$ cat config.mk
export PLATFORM = sky130hd
export DESIGN_NAME = pwq_counter
export DESIGN_NICKNAME = d
export VERILOG_FILES = /design/src/rtl/pwq_pkg.sv /design/src/rtl/pwq_sync.sv /design/src/rtl/pwq_width_timer.sv /design/src/rtl/pwq_event_counter.sv /design/src/rtl/pwq_counter.sv
export SDC_FILE = /design/constraint.sdc
export NUM_CORES = 1
export LEC_CHECK = 0
export ABC_AREA = 1
export BUFFER_PORTS_ARGS = -buffer_cell sky130_fd_sc_hd__clkbuf_2
export CAP_MARGIN = 20
export CORE_MARGIN = 5
export CORE_UTILIZATION = 50
export DETAILED_ROUTE_END_ITERATION = 7
export PLACE_DENSITY = 0.69
export RECOVER_POWER = 100
export SLEW_MARGIN = 10
export SYNTH_ARGS = -nofsm -noshare
export SYNTH_HDL_FRONTEND = slang
export SYNTH_SLANG_ARGS = --single-unit
$ cat constraint.sdc
create_clock -name clk -period 3.5 [get_ports clk]
set_clock_uncertainty 0.05 [all_clocks]
set_input_delay 0.7 -clock clk [delete_from_list [all_inputs] [get_ports clk]]
set_output_delay 0.7 -clock clk [all_outputs]
set_load 0.01 [all_outputs]
$ cat src/rtl/pwq_pkg.sv
// Package: shared constants and the width-timer state type for the
// two-channel minimum-width pulse counter.
package pwq_pkg;
    localparam int unsigned PWQ_NCH     = 2;
    localparam int unsigned PWQ_THR_W   = 16;
    localparam int unsigned PWQ_CNT_W   = 16;
    localparam int unsigned PWQ_DEF_THR = 200;   // 2 us at 100 MHz

    typedef enum logic [1:0] {
        TS_IDLE   = 2'd0,   // input high, threshold tracking
        TS_TIMING = 2'd1,   // input low, below threshold
        TS_DONE   = 2'd2    // pulse already counted
    } tmr_state_e;
endpackage

$ cat src/rtl/pwq_sync.sv
// Two-flop synchronizer for one asynchronous level.
// Assumes: d_i is fully asynchronous to clk; RST_VAL is the idle level.
module pwq_sync #(
    parameter logic RST_VAL = 1'b1
) (
    input  logic clk,
    input  logic rst_n,
    input  logic d_i,
    output logic q_o
);
    logic meta_q;
    logic stab_q;

    // Shift the raw level through two flops.
    always_ff @(posedge clk) begin
        if (!rst_n) begin
            meta_q <= RST_VAL;
            stab_q <= RST_VAL;
        end else begin
            meta_q <= d_i;
            stab_q <= meta_q;
        end
    end

    assign q_o = stab_q;
endmodule

$ cat src/rtl/pwq_width_timer.sv
// Width timer for one channel. The timer is held at zero while the
// channel is idle and counts active cycles otherwise. It raises hit_o in
// the cycle the count reaches the latched threshold, then stops until
// the input goes idle again.
// Assumes: active_i is already synchronized; a threshold of 0 is taken as 1.
module pwq_width_timer
    import pwq_pkg::*;
#(
    parameter int unsigned THR_W   = PWQ_THR_W,
    parameter int unsigned DEF_THR = PWQ_DEF_THR
) (
    input  logic             clk,
    input  logic             rst_n,
    input  logic             active_i,
    input  logic [THR_W-1:0] min_width_i,
    output logic             hit_o,
    output logic             qual_o
);
    localparam logic [THR_W-1:0] THR_RST = THR_W'(DEF_THR);
    localparam logic [THR_W-1:0] THR_ONE = THR_W'(1);

    tmr_state_e       state_q;
    logic [THR_W-1:0] timer_q;
    logic [THR_W-1:0] thr_q;
    logic [THR_W-1:0] eff_thr;
    logic [THR_W:0]   next_cnt;

    // Effective threshold: zero is promoted to one.
    always_comb begin
        eff_thr = (thr_q == '0) ? THR_ONE : thr_q;
    end

    // Next timer value and the qualification decision.
    always_comb begin
        next_cnt = {1'b0, timer_q} + {{THR_W{1'b0}}, 1'b1};
        hit_o    = active_i && (state_q != TS_DONE) &&
                   (next_cnt >= {1'b0, eff_thr});
    end

    // Timer, state, threshold latch and registered strobe.
    always_ff @(posedge clk) begin
        if (!rst_n) begin
            state_q <= TS_IDLE;
            timer_q <= '0;
            thr_q   <= THR_RST;
            qual_o  <= 1'b0;
        end else begin
            qual_o <= hit_o;
            if (!active_i) begin
                state_q <= TS_IDLE;
                timer_q <= '0;
                thr_q   <= min_width_i;
            end else if (state_q != TS_DONE) begin
                timer_q <= next_cnt[THR_W-1:0];
                state_q <= hit_o ? TS_DONE : TS_TIMING;
            end
        end
    end

    AST_STB_SINGLE: assert property (@(posedge clk) disable iff (!rst_n)
        qual_o |=> !qual_o);

    AST_STB_IN_PULSE: assert property (@(posedge clk) disable iff (!rst_n)
        qual_o |-> $past(active_i));
endmodule

$ cat src/rtl/pwq_event_counter.sv
// Wrapping event counter for one channel with a synchronous clear.
// Assumes: inc_i is high for at most one cycle per event; clear wins.
module pwq_event_counter
    import pwq_pkg::*;
#(
    parameter int unsigned CNT_W = PWQ_CNT_W
) (
    input  logic             clk,
    input  logic             rst_n,
    input  logic             clr_i,
    input  logic             inc_i,
    output logic [CNT_W-1:0] count_o
);
    // Clear has priority; otherwise step by one with natural wrap.
    always_ff @(posedge clk) begin
        if (!rst_n) begin
            count_o <= '0;
        end else if (clr_i) begin
            count_o <= '0;
        end else if (inc_i) begin
            count_o <= count_o + CNT_W'(1);
        end
    end

    AST_CNT_STEP: assert property (@(posedge clk) disable iff (!rst_n)
        (inc_i && !clr_i) |=> (count_o == CNT_W'($past(count_o) + CNT_W'(1))));

    AST_CNT_CLEAR: assert property (@(posedge clk) disable iff (!rst_n)
        clr_i |=> (count_o == '0));

    AST_CNT_HOLD: assert property (@(posedge clk) disable iff (!rst_n)
        (!inc_i && !clr_i) |=> $stable(count_o));
endmodule

$ cat src/rtl/pwq_counter.sv
// Two-channel minimum-width pulse counter. Each active-low input is
// synchronized, timed while low and counted once when its low phase
// reaches the threshold.
// Assumes: inputs idle high; count_o packs channel ch at [ch*CNT_W +: CNT_W].
module pwq_counter
    import pwq_pkg::*;
#(
    parameter int unsigned NCH     = PWQ_NCH,
    parameter int unsigned THR_W   = PWQ_THR_W,
    parameter int unsigned CNT_W   = PWQ_CNT_W,
    parameter int unsigned DEF_THR = PWQ_DEF_THR
) (
    input  logic                 clk,
    input  logic                 rst_n,
    input  logic [NCH-1:0]       pulse_n_i,
    input  logic [THR_W-1:0]     min_width_i,
    input  logic                 count_clr_i,
    output logic [NCH*CNT_W-1:0] count_o,
    output logic [NCH-1:0]       qual_stb_o
);
    logic [NCH-1:0] sync_lvl;
    logic [NCH-1:0] active;
    logic [NCH-1:0] hit;

    for (genvar ch = 0; ch < NCH; ch++) begin : g_chan
        pwq_sync #(.RST_VAL(1'b1)) u_sync (
            .clk   (clk),
            .rst_n (rst_n),
            .d_i   (pulse_n_i[ch]),
            .q_o   (sync_lvl[ch])
        );

        assign active[ch] = ~sync_lvl[ch];

        pwq_width_timer #(.THR_W(THR_W), .DEF_THR(DEF_THR)) u_timer (
            .clk         (clk),
            .rst_n       (rst_n),
            .active_i    (active[ch]),
            .min_width_i (min_width_i),
            .hit_o       (hit[ch]),
            .qual_o      (qual_stb_o[ch])
        );

        pwq_event_counter #(.CNT_W(CNT_W)) u_cnt (
            .clk     (clk),
            .rst_n   (rst_n),
            .clr_i   (count_clr_i),
            .inc_i   (hit[ch]),
            .count_o (count_o[ch*CNT_W +: CNT_W])
        );
    end
endmodule

==> out/metrics.cfg <==
[status]
status = finished, final reports clean

[synth]
yosys_warnings = 0
synth_top_cell_by_area = dfxtp_1
syn_inst = 857
ys_ff_latch = 106
yosysSeqAreaShare_pct = 34.6
netlist.area_leader.share_pct = 34.6
netlist-cell-type-count = 36
synthArstFlopShare_pct = 0
syn_nets = 914
syn_area_sq_mm = 0.00613
synth.area.top_cells = dfxtp_1 35%, nand2_1 9.4%, inv_1 7.5%
synth_edf_count = 0
ys.flop_type = dfxtp_1
synth_area_per_cell_sq_um = 7.15

[clock_network]
path_clk_slew_ns = 0.07
numCtsBuffers = 9
clkSinkCount = 106
cts_tree = yes
worst_skew_pair.late_latency_ns = 0.35
clk_path_buf_depth = 2
post_cts_buffers = 0
h-tree-depth = 3
cts_resized = 0
cts-hold-fix-buffers = 0
root_buffer = clkbuf_16

[floorplan]
core_region_area_sq_mm = 0.0120
die_y_um = 121
initial_core_util_pct = 51.0
rows = 40
die_area_sq_mm = 0.0146
io_pins = 55
dieWidth_um = 121

[power_and_ir_drop]
vdd_drop_max_uv = 305
p_leak_nw = 3.24
p_per_area_mw_per_mm2 = 371
finalPower_mw = 2.49

[finish]
drive_gt1_share_pct = 9.59
seqCellArea_sq_mm = 0.00212
diodes = 0
multi_input_area_sq_mm = 0.00331
design_area_sq_mm = 0.00671
area_growth_pct = 9.55
finalNetCount = 959
fill_cells = 1192

[placed_design]
placed_cell_area_sq_mm = 0.00648
gp_congestion = 0.835
hpwl_mm = 9.91
port_buffers = 54

[sta]
setup_viol = 0
period_needed_ns = 3.13
period_share_pct = 89.5
max-slew-margin-rel_pct = 55.0
finalHoldViolCount = 0
slew_viol_final = 0
fin_setup_tns_ns = 0
clock.fmax_mhz = 319
grt_setup_unrepaired = no
worstMarginPinSlew_ns = 0.676

[critical_path]
crit_chain = ha_1 -> nand3_2 -> nor2_4 -> nand2_1 -> nor2_1 -> nand2_1 -> xor2_1 -> inv_1 -> ha_1 -> nand2_1 -> inv_1 -> nand2_1 -> nand2_1 -> nand2_1 -> nand3_1 -> nor2_1 -> nand2_8 -> nand2_4 -> nand2_1 -> nand2_1 -> inv_1
crit_type = reg2reg
crit_path_frequent_cell = nand2_1
reg2reg_slack_ns = 0.37
r2r_end = g_chan[0].u_timer.state_q[1]
critPathLaunchType = flip-flop
reg2reg_from = g_chan[0].u_timer.timer_q[0]
cp_data_required_time_ns = 3.70
arrival_ns = 3.33
path_max_fanout = 19
r2r_cells = 21
max_stage_delay_ns = 0.42
cp_slowest_cell = dfxtp_1
worst_setup_path_end_kind = flip-flop

[global_routing]
antenna_found_initial = 0
grt_pass1_vias = 4804
grt_pass1_wl_mm = 22.6
track_usage_pct = 18.8
grt_max_degree = 28
grt_overflow = 0

[drt]
drc_errors = 0
first_pass_iters = 5
drt_iter0_markers = 407
drtAntennaViolNets = 0
totalWireLength_mm = 13.0
vias = 5232
viasPerCell = 4.96
routedWlPerCell_um = 12.4

[min_path]
hp-class = reg2reg
min_from = g_chan[0].u_sync.meta_q
holdPathEnd = g_chan[0].u_sync.q_o
min_path_cells = 1

[flow_run]
cap_violations = 0

==> cell usage after synthesis, types with 5 or more instances <==
master / n
nand2_1: 154
clkbuf_1: 12
a21oi_1: 55
nor4_1: 9
inv_1: 122
inv_2: 5
nor2_1: 95
a21oi_2: 8
nand3_2: 5
ha_1: 36
xor2_1: 29
nor3_1: 16
dfxtp_1: 106
o211ai_1: 11
o21ai_0: 60
nand3_1: 36
or2_2: 5
nor2_2: 10
o21bai_1: 11
buf_2: 6
xnor2_1: 13
nand2_2: 15
nand4_1: 9
==> area by class of cell <==
class	instances	area share, %
well taps	147	2.74
flip-flops and latches	106	31.6
clock buffers	9	3.35
clock inverters	7	1.51
repair buffers	63	4.21
multi-input cells	594	49.3
inverters	128	7.23
==> stage by stage <==
step                      util, %  setup slack, ns  std cells  hold WS [ns]
final                        55.9            0.368       1054         0.366
after global routing         55.9           0.0165       1054         0.385
after CTS                    56.7            0.374       1054         0.370
after detailed placement     53.9            0.382       1038         0.354
after global placement       53.9            0.494       1038         0.345
after floorplan                 -            0.813        857         0.343
==> metal layers <==
metal | track usage [%] | up-vias | routed length, um
li1 | - | 2833 | -
met1 | 25.4 | 2325 | 6340
met2 | 30.8 | 65 | 6210
met3 | 4.02 | 9 | 335
met4 | 4.60 | 0 | 142
met5 | 0 | - | 0
==> flip-flops by register name (all words and copies together), names as in the netlist <==
name                    flops
g_chan.u_timer.state_q      4
g_chan.u_cnt.count_o       32
g_chan.u_timer.qual_o       2
g_chan.u_timer.timer_q     32
g_chan.u_sync.q_o           2
g_chan.u_timer.thr_q       32
g_chan.u_sync.meta_q        2
==> worst max-delay path: cells and delay by family, from the launching register on <==
kind          cells  cell delay, ns
simple gates     15            1.70
fa+ha+maj         2            0.54
flops             1            0.42
xor+xnor          1            0.18
buf+inv           3            0.13
==> power by group <==
group / switching (mW) / total [mW] / internal, mW
Sequential: 0.0172 / 1.25 / 1.23
Clock: 0.472 / 1.10 / 0.632
Combinational: 0.0868 / 0.137 / 0.0501
Total: 0.576 / 2.49 / 1.92
==> cell usage in the layout, fill, tap and decap left out, types with 3 or more instances in the layout <==
| cell | count |
|---|---|
| nor3_1 | 16 |
| buf_4 | 6 |
| nand3_1 | 36 |
| nor2_4 | 4 |
| o21bai_1 | 11 |
| nand3_2 | 5 |
| o21ai_0 | 60 |
| clkbuf_1 | 38 |
| clkbuf_16 | 9 |
| dfxtp_1 | 106 |
| inv_1 | 122 |
| xor2_1 | 29 |
| a21oi_1 | 57 |
| ha_1 | 36 |
| nor2_2 | 7 |
| a21o_1 | 3 |
| clkbuf_2 | 19 |
| nand2_2 | 10 |
| inv_2 | 5 |
| or2_2 | 5 |
| a21oi_2 | 6 |
| o211ai_1 | 11 |
| nor4_1 | 9 |
| nor2_1 | 98 |
| nand3b_1 | 4 |
| nand2_1 | 159 |
| nand4_1 | 9 |
| xnor2_1 | 13 |
==> worst max-delay path by stage <==
| stage | start | end | slack [ns] | cells past startpoint |
|---|---|---|---|---|
| floorplan | g_chan[0].u_timer.timer_q[0] | g_chan[0].u_cnt.count_o[13] | 0.81 | 18 |
| global placement | g_chan[1].u_timer.timer_q[0] | g_chan[1].u_cnt.count_o[1] | 0.49 | 19 |
| detailed placement | g_chan[1].u_timer.timer_q[0] | g_chan[1].u_cnt.count_o[0] | 0.38 | 18 |
| CTS | g_chan[1].u_timer.timer_q[0] | g_chan[1].u_cnt.count_o[0] | 0.37 | 19 |
| global route | g_chan[1].u_timer.timer_q[0] | g_chan[1].u_cnt.count_o[8] | 0.02 | 19 |
| finish | g_chan[0].u_timer.timer_q[0] | g_chan[0].u_timer.state_q[1] | 0.37 | 21 |
==> cells by family after synthesis <==
family          count (synthesis)  synth area share [%]
flops                         106                  34.6
fa+ha+maj                      36                  7.35
xor+xnor                       42                  6.00
simple gates                  366                  27.4
buf+inv                       157                  10.7
compound gates                150                  13.9
(Power assumes the default switching activity.)
